File: src/rtl/hex_tx_pkg.sv
package hex_tx_pkg;
    localparam int CHAR_W     = 8;
    localparam int NIB_W      = 4;
    localparam int FRAME_BITS = CHAR_W + 2;
    localparam int CNT_W      = $clog2(FRAME_BITS + 1);
    localparam logic [CHAR_W-1:0] CR_CHAR = 8'h0D;

    // Map one nibble to its uppercase hex ASCII code.
    function automatic logic [CHAR_W-1:0] nib_to_ascii(input logic [NIB_W-1:0] n);
        if (n < 4'd10) return 8'h30 + {4'h0, n};
        else           return 8'h37 + {4'h0, n};
    endfunction

    typedef struct packed {
        logic [CNT_W-1:0]  cnt;    // 0 = idle, 1..FRAME_BITS = bit on line
        logic [CHAR_W:0]   shreg;  // remaining data bits plus stop bit
        logic              line;
    } ser_st_t;
endpackage

File: src/rtl/hex_tx_src_mux.sv
module hex_tx_src_mux #(
    parameter int SRC_N  = 4,
    parameter int WORD_W = 16,
    localparam int SEL_W = $clog2(SRC_N)
) (
    input  logic [SRC_N-1:0][WORD_W-1:0] src_bus,
    input  logic [SEL_W-1:0]             sel,
    output logic [WORD_W-1:0]            word
);
    logic [SRC_N-1:0][WORD_W-1:0] masked;

    for (genvar g = 0; g < SRC_N; g++) begin : g_lane
        assign masked[g] = (sel == SEL_W'(g)) ? src_bus[g] : '0;
    end

    always_comb begin
        word = '0;
        for (int i = 0; i < SRC_N; i++) word = word | masked[i];
    end
endmodule

File: src/rtl/hex_tx_msg_ctrl.sv
module hex_tx_msg_ctrl
    import hex_tx_pkg::*;
#(
    parameter int WORD_W = 16
) (
    input  logic              clk,
    input  logic              rst_n,
    input  logic              send_req,
    input  logic [WORD_W-1:0] word_in,
    input  logic              take,
    input  logic              frame_end,
    output logic              busy,
    output logic              have_byte,
    output logic [CHAR_W-1:0] char_byte
);
    localparam int NIB_N = WORD_W / NIB_W;
    localparam int IDX_W = $clog2(NIB_N + 2);
    localparam logic [IDX_W-1:0] CR_IDX   = IDX_W'(NIB_N);
    localparam logic [IDX_W-1:0] DONE_IDX = IDX_W'(NIB_N + 1);

    typedef struct packed {
        logic              busy;
        logic [IDX_W-1:0]  idx;
        logic [WORD_W-1:0] work;
    } msg_st_t;

    msg_st_t st_d, st_q;

    always_comb begin
        st_d = st_q;
        if (!st_q.busy) begin
            if (send_req) begin
                st_d.busy = 1'b1;
                st_d.idx  = '0;
                st_d.work = word_in;
            end
        end else begin
            if (take) begin
                st_d.idx  = st_q.idx + 1'b1;
                st_d.work = st_q.work << NIB_W;
            end
            if (frame_end && st_q.idx == DONE_IDX) begin
                st_d.busy = 1'b0;
                st_d.idx  = '0;
            end
        end
    end

    always_ff @(posedge clk) begin
        if (!rst_n) st_q <= '0;
        else        st_q <= st_d;
    end

    assign busy      = st_q.busy;
    assign have_byte = st_q.busy && (st_q.idx <= CR_IDX);
    assign char_byte = (st_q.idx < CR_IDX) ? nib_to_ascii(st_q.work[WORD_W-1 -: NIB_W])
                                           : CR_CHAR;
endmodule

File: src/rtl/hex_tx_uart_ser.sv
module hex_tx_uart_ser
    import hex_tx_pkg::*;
(
    input  logic              clk,
    input  logic              rst_n,
    input  logic              baud_tick,
    input  logic              have_byte,
    input  logic [CHAR_W-1:0] byte_in,
    output logic              take,
    output logic              frame_end,
    output logic              tx_line
);
    localparam logic [CNT_W-1:0] LAST_CNT = CNT_W'(FRAME_BITS);

    ser_st_t st_d, st_q;

    always_comb begin
        st_d      = st_q;
        take      = 1'b0;
        frame_end = 1'b0;
        if (baud_tick) begin
            if (st_q.cnt == '0 || st_q.cnt == LAST_CNT) begin
                frame_end = (st_q.cnt == LAST_CNT);
                if (have_byte) begin
                    st_d.shreg = {1'b1, byte_in};
                    st_d.line  = 1'b0;
                    st_d.cnt   = CNT_W'(1);
                    take       = 1'b1;
                end else begin
                    st_d.line = 1'b1;
                    st_d.cnt  = '0;
                end
            end else begin
                st_d.line  = st_q.shreg[0];
                st_d.shreg = {1'b1, st_q.shreg[CHAR_W:1]};
                st_d.cnt   = st_q.cnt + 1'b1;
            end
        end
    end

    always_ff @(posedge clk) begin
        if (!rst_n) st_q <= '{cnt: '0, shreg: '1, line: 1'b1};
        else        st_q <= st_d;
    end

    assign tx_line = st_q.line;
endmodule

File: src/rtl/hex_telemetry_tx.sv
module hex_telemetry_tx
    import hex_tx_pkg::*;
#(
    parameter int WORD_W = 16
) (
    input  logic              clk,
    input  logic              rst_n,
    input  logic              baud_tick,
    input  logic [WORD_W-1:0] ctrl_out_word,
    input  logic [WORD_W-1:0] enc_pos_word,
    input  logic [WORD_W-1:0] prof_pos_word,
    input  logic [WORD_W-1:0] err_word,
    input  logic [1:0]        src_sel,
    input  logic              send_req,
    output logic              tx_line,
    output logic              busy
);
    localparam int SRC_N = 4;

    logic [SRC_N-1:0][WORD_W-1:0] src_bus;
    logic [WORD_W-1:0]            sel_word;
    logic                         have_byte, take, frame_end;
    logic [CHAR_W-1:0]            char_byte;

    assign src_bus[0] = ctrl_out_word;
    assign src_bus[1] = enc_pos_word;
    assign src_bus[2] = prof_pos_word;
    assign src_bus[3] = err_word;

    hex_tx_src_mux #(.SRC_N(SRC_N), .WORD_W(WORD_W)) i_mux (
        .src_bus (src_bus),
        .sel     (src_sel),
        .word    (sel_word)
    );

    hex_tx_msg_ctrl #(.WORD_W(WORD_W)) i_ctrl (
        .clk       (clk),
        .rst_n     (rst_n),
        .send_req  (send_req),
        .word_in   (sel_word),
        .take      (take),
        .frame_end (frame_end),
        .busy      (busy),
        .have_byte (have_byte),
        .char_byte (char_byte)
    );

    hex_tx_uart_ser i_ser (
        .clk       (clk),
        .rst_n     (rst_n),
        .baud_tick (baud_tick),
        .have_byte (have_byte),
        .byte_in   (char_byte),
        .take      (take),
        .frame_end (frame_end),
        .tx_line   (tx_line)
    );
endmodule

File: config.mk
export PLATFORM = sky130hd
export DESIGN_NAME = hex_telemetry_tx
export DESIGN_NICKNAME = d
export VERILOG_FILES = /design/src/rtl/hex_tx_pkg.sv /design/src/rtl/hex_tx_src_mux.sv /design/src/rtl/hex_tx_msg_ctrl.sv /design/src/rtl/hex_tx_uart_ser.sv /design/src/rtl/hex_telemetry_tx.sv
export SDC_FILE = /design/constraint.sdc
export NUM_CORES = 1
export LEC_CHECK = 0
export BUFFER_PORTS_ARGS = -buffer_cell sky130_fd_sc_hd__buf_2
export CAP_MARGIN = 15
export CELL_PAD_IN_SITES_DETAIL_PLACEMENT = 0
export CELL_PAD_IN_SITES_GLOBAL_PLACEMENT = 1
export CORE_MARGIN = 8
export CORE_UTILIZATION = 30
export CTS_BUF_LIST = sky130_fd_sc_hd__clkbuf_8 sky130_fd_sc_hd__clkbuf_16
export DETAILED_ROUTE_END_ITERATION = 16
export PLACE_DENSITY = 0.68
export SLEW_MARGIN = 40
export SYNTH_ARGS = -nofsm -noshare
export SYNTH_HDL_FRONTEND = slang
export SYNTH_SLANG_ARGS = --single-unit
File: constraint.sdc
create_clock -name clk -period 2.1 [get_ports clk]
set_input_delay 0.105 -clock clk [delete_from_list [all_inputs] [get_ports clk]]
set_output_delay 0.105 -clock clk [all_outputs]
set_load 0.01 [all_outputs]
==> out/results.tsv, run 1 <==
metric	value	unit
status	completed	
RD Place Congestion	0.790	
Post-Syn Instances	224	
Lkg Pwr	1.12	nW
CTS tree	built	
Fin. Hold Viols	0	
Post-Route WL	5650	um
most frequent cell after synthesis	dfxtp_1	
sequential area share after synthesis	32.0	%
Fin Setup TNS	0	ps
post-synth top area cell	dfxtp_1	
maximum buffer depth of the clock tree	2	
pwr dens	622	mW/mm^2
antenna-violating nets left	0	
Netlist cell types	47	
clock sink count	33	
RSZ-0062 raised after global routing	no	
critical path type	reg -> reg	
register-to-register setup slack	300	ps
placed inst area	0.00249	sq mm
Nets	371	
initial antenna violation count	0	
residual DRC count	0	
crit path DAT	2010	ps
Slew @ Worst Pin	436	ps
Synth Warn #	0	
clk_skew	4.78	ps
synth top area cells	dfxtp_1 32%, mux2i_1 13%, nor2_1 5.3%	
initial DRC count	51	
vias in the first global route	2104	
die width	99.0	um
Port Buffer Count	71	
Design Area, Final	0.00260	sq mm
worst relative slew slack	70.9	%
vias post-DR	1974	
die area	0.00980	sq mm
synth cell count leaders	33 x dfxtp_1, 29 x nor2_1, 26 x mux2i_1	
CP endpoint kind	flip-flop	
hpwl dp	4450	um
Synth top area share	32.0	%
post-cts gate resize count	0	
EDFF count, synth	0	
NetSw	431	uW
worst skew pair latency	280	ps
largest net degree at the start of global routing	23	
vias per std cell	5.28	
Gate power share	20.8	%
Post-Synthesis Net Count	301	
1st-pass router iterations	4	
Setup-failing EPs final	0	
syn avg cell area	9.22	sq um
setup bufs post-CTS	0	
Hold Buf Count CTS	0	
Tot GR Track Use	11.9	%
CP max FO	8	
Period minus WS final	1800	ps
Initial Util	30.7	%
I/O Pins	72	
Sw Share	26.7	%
cts bufs inserted	5	
Int Pwr	1.18	mW
CTS root buffer	clkbuf_8	
Peak VDD IR	0.230	mV
Synth async-reset ratio	0	%
Clock Power Share	35.7	%
GRT overflow	0	
n_diodes	0	
Routed WL per cell	15.1	um
H-tree depth	2	
first-pass GRT wire length	9740	um
Area Overhead vs Synth	25.7	%
Max Cap Viol	0	
sequential power share	43.4	%
Worst Hold Class	in -> reg	
share of cells above drive strength 1	34.4	%
die height	99.0	um
core area	0.00672	sq mm
WP data required	2310	ps
Primary FF master, synth	dfxtp_1	
startpoint types	flip-flop	
#FFs+latches synth	33	
std cell rows	30	
Final Max Tran Viols	0	
Tcrit/Tclk final	85.6	%
Mapped Area	0.00207	sq mm
f_max	0.556	GHz
clock slew at reported path FFs	70	ps
## sequential cells by signal, indices dropped and copies added (netlist names)
register	cells
i_ser.st_q	12
i_ctrl.busy	1
i_ser.tx_line	1
i_ctrl.st_q	19
## final timing paths
path	from	to	cells past startpoint
max reg2reg	i_ser.st_q[10]	i_ser.st_q[13]	6
max	i_ser.st_q[10]	i_ser.st_q[13]	6
min reg2reg	i_ser.st_q[8]	i_ser.st_q[8]	1
min	send_req	i_ctrl.busy	3
## cell usage in the layout (no fill, tap or decap), drive strengths merged, types with 2 or more instances in the layout
cell    instances
dfxtp          33
mux4            4
nand4           2
nor2b           2
inv             9
mux2i          26
o22ai          12
a31oi           2
nand3           8
a21oi          10
o31ai           2
ha              7
a211oi          2
nor4            3
a221oi         12
a22oi           4
o311ai          3
o21ai           5
nor2           29
buf            77
nor3            7
nand2          10
xnor2           2
and2            2
clkbuf          5
## power by group through the flow
stage               Clock [mW]  Combinational [mW]  Sequential [mW]
global route             0.628               0.373            0.707
detailed placement           0               0.340            0.715
finish                   0.577               0.336            0.701
floorplan                    0               0.224            0.706
CTS                      0.598               0.340            0.701
global placement             0               0.338            0.715
## logic make-up after synthesis
kind of cell,synth area share [%]
buffers and inverters,5.75
adder cells (fa/ha/maj),4.24
AND/OR/NAND/NOR,16.3
flip-flops,32.0
XOR/XNOR,0.848
multiplexers,17.7
AO/OA/AOI/OAI,23.2
## per-layer routing
metal / vias up / part of all wire, % / global-route usage, % / routed length [um]
met5: - / 0 / 0 / 0
met4: 0 / 1.1 / 3.19 / 60
met3: 8 / 8.0 / 4.79 / 451
met2: 78 / 42 / 18.2 / 2390
met1: 896 / 49 / 15.1 / 2740
li1: 992 / - / - / -
## final cells by class
cell class                 instances  area [sq um]
timing repair buffer              77           413
inverter                           9          33.8
clock inverter                     2          35.0
clock buffer                       5          68.8
tap                               80           100
multi-input combinational        168          1290
sequential                        33           661
fill                             701          4120
## through the flow
step / cells / setup WS [ps] / hold slack [ps] / utilization (%) / power (mW)
2_1_floorplan: 224 / 300 / 221 / - / 0.930
3_3_place_gp: 367 / 358 / 364 / 37.1 / 1.05
3_5_place_dp: 367 / 302 / 375 / 37.1 / 1.05
4_1_cts: 374 / 299 / 77.7 / 38.7 / 1.64
5_1_grt: 374 / 171 / 83.1 / 38.7 / 1.71
6_report: 374 / 302 / 80.2 / 38.7 / 1.61
## critical path, cell delays in order (launching register included)
cell and delay [ps]:
dfxtp_1 380, inv_1 90, ha_1 250, mux2i_1 270, o21ai_2 170, or4_1 480
o21ai_0 80
No activity file was read; power rests on OpenSTA's default activity.
==> inputs of run 2 (changes only) <==
--- a/config.mk
+++ b/config.mk
@@ -5,6 +5,7 @@
 export SDC_FILE = /design/constraint.sdc
 export NUM_CORES = 1
 export LEC_CHECK = 0
+export ABC_AREA = 1
 export BUFFER_PORTS_ARGS = -buffer_cell sky130_fd_sc_hd__buf_2
 export CAP_MARGIN = 15
 export CELL_PAD_IN_SITES_DETAIL_PLACEMENT = 0
@@ -13,7 +14,7 @@
 export CORE_UTILIZATION = 30
 export CTS_BUF_LIST = sky130_fd_sc_hd__clkbuf_8 sky130_fd_sc_hd__clkbuf_16
 export DETAILED_ROUTE_END_ITERATION = 16
-export PLACE_DENSITY = 0.68
+export PLACE_DENSITY = 0.71
 export SLEW_MARGIN = 40
 export SYNTH_ARGS = -nofsm -noshare
 export SYNTH_HDL_FRONTEND = slang
==> run 2 against run 1 <==
Net effect: hold slack better by 110 ps; sequential cell count stayed put; clock-buffer cell count is 1 higher; fmax is 3.5% higher; setup slack better by 62 ps; die area is 11% higher; critical path type unchanged; critical endpoint is now i_ctrl.st_q[5]; largest cell class unchanged.
==> out/results.tsv, run 2 <==
metric	value	unit
status	completed	
CTS root buffer	clkbuf_8	
most common cell after layout, fill and taps aside	nand2_1	
Top delay family on crit path	simple AND/OR/NAND/NOR gates	
Synth Warn #	0	
die height	104	um
WP data required	2290	ps
most frequent cell after synthesis	nand2_1	
Fin Setup TNS	0	ps
Clock Power Share	36.4	%
vias per std cell	4.79	
sequential power share	41.3	%
initial antenna violation count	0	
clk_skew	4.67	ps
Tot GR Track Use	12.4	%
worst path bufs/invs	2	
std cell rows	32	
Synth top area share	28.2	%
H-tree depth	2	
Largest register FFs	19	
Setup-failing EPs final	0	
f_max	0.576	GHz
critical path launch point	i_ctrl.busy	
sequential area share after synthesis	28.2	%
CP max stage delay	500	ps
Mapped Area	0.00234	sq mm
startpoint types	flip-flop	
Netlist cell types	28	
clock sink count	33	
Fin. Hold Viols	0	
Slowest cell on crit path	clkinv_1	
vias post-DR	2521	
Post-Synthesis Net Count	441	
Sw Share	29.2	%
Worst Hold Class	in -> reg	
Design Area, Final	0.00283	sq mm
post-cts gate resize count	0	
Max Cap Viol	0	
Period minus WS final	1740	ps
Tcrit/Tclk final	82.7	%
#FFs+latches synth	33	
Lkg Pwr	1.41	nW
worst relative slew slack	54.8	%
Crit path depth	6	
Most common cell on crit path	nand3_1	
first-pass GRT wire length	11500	um
crit path DAT	1920	ps
clock slew at reported path FFs	70	ps
CP endpoint	i_ctrl.st_q[5]	
commonest cells after routing, fill and taps aside	101 x nand2_1, 79 x nand3_1, 71 x buf_2	
GRT overflow	0	
synth top area cells	dfxtp_1 28%, nand3_1 17%, nand2_1 16%	
fill cell count	848	
Area Overhead vs Synth	20.9	%
maximum buffer depth of the clock tree	2	
WHS Path Cells	3	
synth cell count leaders	101 x nand2_1, 79 x nand3_1, 34 x inv_1	
crit-path cells	nor2_8, clkinv_1, nand3_1, nand3_1, nand2_1, inv_1	
die area	0.0109	sq mm
pwr dens	598	mW/mm^2
cts bufs inserted	5	
Slew @ Worst Pin	678	ps
CP endpoint kind	flip-flop	
residual DRC count	0	
Initial Util	30.6	%
CTS tree	built	
Hold Buf Count CTS	0	
vias in the first global route	2507	
Post-Syn Instances	364	
hpwl dp	5220	um
r2r worst-path depth	6	
most flop-heavy register	i_ctrl.st_q	
setup bufs post-CTS	0	
Peak VDD IR	0.378	mV
Nets	500	
critical path type	reg -> reg	
post-synth top area cell	dfxtp_1	
I/O Pins	72	
syn avg cell area	6.43	sq um
largest net degree at the start of global routing	32	
1st-pass router iterations	4	
NetSw	494	uW
Hold Crit Start	baud_tick	
Routed WL per cell	13.0	um
Post-Route WL	6850	um
share of cells above drive strength 1	23.1	%
Primary FF master, synth	dfxtp_1	
antenna-violating nets left	0	
RSZ-0062 raised after global routing	no	
Port Buffer Count	71	
Largest regs	i_ctrl.st_q (19), i_ser.st_q (12)	
RR Startpoint	i_ctrl.busy	
worst skew pair latency	280	ps
RD Place Congestion	0.754	
core area	0.00765	sq mm
Int Pwr	1.20	mW
Synth async-reset ratio	0	%
Worst R2R End	i_ctrl.st_q[5]	
Gate power share	22.3	%
total area of sequential cells	661	sq um
EDFF count, synth	0	
n_diodes	0	
CP max FO	17	
placed inst area	0.00271	sq mm
die width	104	um
initial DRC count	135	
Final Max Tran Viols	0	
register-to-register setup slack	360	ps
area taken by multi-input logic gates	0.00141	sq mm
## run 2: logic make-up after synthesis
logic type | share of synthesized area [%]
AO/OA/AOI/OAI | 4.65
buffers and inverters | 11.7
AND/OR/NAND/NOR | 50.6
XOR/XNOR | 1.12
flip-flops | 28.2
adder cells (fa/ha/maj) | 3.74
## run 2: power groups by stage
stage | logic, mW | clock network, mW | registers [mW]
global route | 0.430 | 0.662 | 0.704
floorplan | 0.267 | 0 | 0.703
finish | 0.377 | 0.615 | 0.698
CTS | 0.381 | 0.630 | 0.698
detailed placement | 0.380 | 0 | 0.712
global placement | 0.378 | 0 | 0.712
## run 2: area by class of cell
type / instances / area share [%]
clock buffer: 6 / 2.92
clock inverter: 2 / 1.19
inverter: 39 / 5.18
multi-input combinational: 271 / 49.7
sequential: 33 / 23.4
tap: 102 / 4.51
timing repair buffer: 73 / 13.1
## run 2: worst min-delay path by stage
stage / end / slack (ps)
after floorplan: i_ser.tx_line / 270
after global placement: i_ser.st_q[5] / 450
after detailed placement: i_ser.st_q[4] / 460
after CTS: i_ser.tx_line / 190
after global routing: i_ser.tx_line / 210
final: i_ser.tx_line / 190
## run 2: per-stage QoR
step	total power, mW	utilization, %	worst slack (ps)	hold slack [ps]	cells
after global placement	1.09	35.5	385	453	518
after detailed placement	1.09	35.5	359	458	518
after floorplan	0.970	-	683	269	364
after CTS	1.71	37.0	350	186	526
after global routing	1.80	37.0	181	211	526
final	1.69	37.0	363	193	526
## run 2: tightest hold or removal path: stages
cell	delay [ps]
buf_2	150
nor2_1	110
o21ai_1	70
## run 2: metal layers
layer / routed length (um) / GRT usage [%] / up-vias
li1: - / - / 1326
met1: 3200 / 15.1 / 1159
met2: 3470 / 21.9 / 32
met3: 126 / 1.92 / 4
met4: 47 / 3.41 / 0
met5: 0 / 0 / -
==> inputs of run 3 (changes only) <==
==> constraint.sdc (replaced) <==
create_clock -name clk -period 1.8 [get_ports clk]
set_input_delay 0.09 -clock clk [delete_from_list [all_inputs] [get_ports clk]]
set_output_delay 0.09 -clock clk [all_outputs]
set_load 0.01 [all_outputs]
==> run 3 against run 2 <==
Net effect: via count grew 1.2%; clock-buffer cell count is the same; core utilization grew 0.098 points; die area is the same; combinational power grew 20%; critical endpoint is now i_ser.st_q[7]; largest cell class unchanged; largest power group unchanged; highest routed layer unchanged.
==> out/results.tsv, run 3 (synthesis gave the netlist of run 2 again) <==
metric	value	unit
critical path type	reg -> reg	
Largest regs	i_ctrl.st_q (19), i_ser.st_q (12)	
Tcrit/Tclk final	88.4	%
Tot GR Track Use	12.7	%
vias post-DR	2550	
post-placement setup slack	194	ps
setup bufs post-CTS	0	
Period minus WS final	1590	ps
clk_skew	5.48	ps
Routed WL per cell	12.9	um
Setup-failing EPs final	0	
WP data required	1980	ps
post-cts gate resize count	0	
Clock Power Share	30.7	%
1st-pass router iterations	4	
Peak VDD IR	0.244	mV
Layout Utilization	37.1	%
core area	0.00765	sq mm
fill cell count	860	
worst skew pair latency	280	ps
vias in the first global route	2667	
Final Max Tran Viols	0	
Design Area, Final	0.00284	sq mm
Area Overhead vs Synth	21.2	%
Int Pwr	1.26	mW
placed inst area	0.00275	sq mm
worst relative slew slack	54.7	%
Initial Util	30.6	%
sequential power share	44.5	%
Post-Route WL	6860	um
f_max	0.628	GHz
CTS tree	built	
DR top layer	met4	
share of cells above drive strength 1	23.8	%
hpwl dp	5320	um
residual DRC count	0	
initial antenna violation count	0	
vias per std cell	4.81	
Largest register FFs	19	
most common cell after layout, fill and taps aside	nand2_1	
largest net degree at the start of global routing	28	
clock slew at reported path FFs	70	ps
pwr dens	643	mW/mm^2
CP endpoint kind	flip-flop	
Max Cap Viol	0	
RSZ-0062 raised after global routing	no	
Worst Hold Class	in -> reg	
cts bufs inserted	5	
Gate power share	24.8	%
Fin. Hold Viols	0	
die area	0.0109	sq mm
Slew @ Worst Pin	679	ps
CTS root buffer	clkbuf_8	
first-pass GRT wire length	11900	um
met2 wire length	3580	um
WL met1	2970	um
startpoint types	flip-flop	
initial DRC count	156	
status	completed	
die width	104	um
n_diodes	0	
std cell rows	32	
RD Place Congestion	0.775	
H-tree depth	2	
crit path DAT	1770	ps
antenna-violating nets left	0	
die height	104	um
Lkg Pwr	1.42	nW
DR WL met3	216	um
total area of sequential cells	661	sq um
GRT overflow	0	
Sw Share	31.0	%
Fin Setup TNS	0	ps
clock sink count	33	
most flop-heavy register	i_ctrl.st_q	
I/O Pins	72	
area taken by multi-input logic gates	0.00141	sq mm
CP max FO	11	
maximum buffer depth of the clock tree	2	
commonest cells after routing, fill and taps aside	101 x nand2_1, 79 x nand3_1, 71 x buf_2	
Nets	505	
PnR worst setup slack	208	ps
Hold Buf Count CTS	0	
NetSw	566	uW
Port Buffer Count	71	
run 3: cell count changes in the layout (fill, tap and decap cells not counted):
cell | previous run | this run
buf_4 | 2 | 7
bufinv_16 | 1 | 0
run 3: cell type report:
type / count / area share (%)
clock buffer: 6 / 2.91
clock inverter: 1 / 0.132
inverter: 39 / 5.16
multi-input combinational: 271 / 49.6
sequential: 33 / 23.3
tap: 102 / 4.50
timing repair buffer: 78 / 14.4
run 3: stage by stage:
step	total power, mW	cells	hold slack [ps]
after global routing	1.94	530	142
final	1.82	530	135
after global placement	1.28	523	425
after CTS	1.85	530	137
after detailed placement	1.28	523	436
after floorplan	1.13	364	254
run 3: worst max-delay path: stages, from the launching register on:
cell,delay [ps]
dfxtp_1,350
inv_1,90
ha_1,220
nand3_1,100
nand2_2,170
nor2_2,230
nor2_4,100
nand2_1,70
nand2_1,40
inv_1,60
nand2_1,40
run 3: final timing paths:
check / start / cells past startpoint / endpoint / slack (ps)
setup / recovery: i_ser.st_q[10] / 10 / i_ser.st_q[7] / 210
hold / removal: rst_n / 2 / i_ser.st_q[8] / 130
setup reg to reg: i_ser.st_q[10] / 10 / i_ser.st_q[7] / 210
hold reg to reg: i_ser.st_q[5] / 2 / i_ser.st_q[5] / 480
run 3: routing by layer:
layer	vias up	global-route usage, %
li1	1331	-
met5	-	0
met1	1171	14.6
met3	8	2.23
met4	0	3.41
met2	40	23.1
run 3: power groups by stage:
stage	combinational (mW)	clock [mW]	sequential, mW
final	0.453	0.560	0.811
after global routing	0.518	0.605	0.818
after CTS	0.459	0.581	0.811
after detailed placement	0.457	0	0.828
after global placement	0.453	0	0.828
after floorplan	0.311	0	0.821
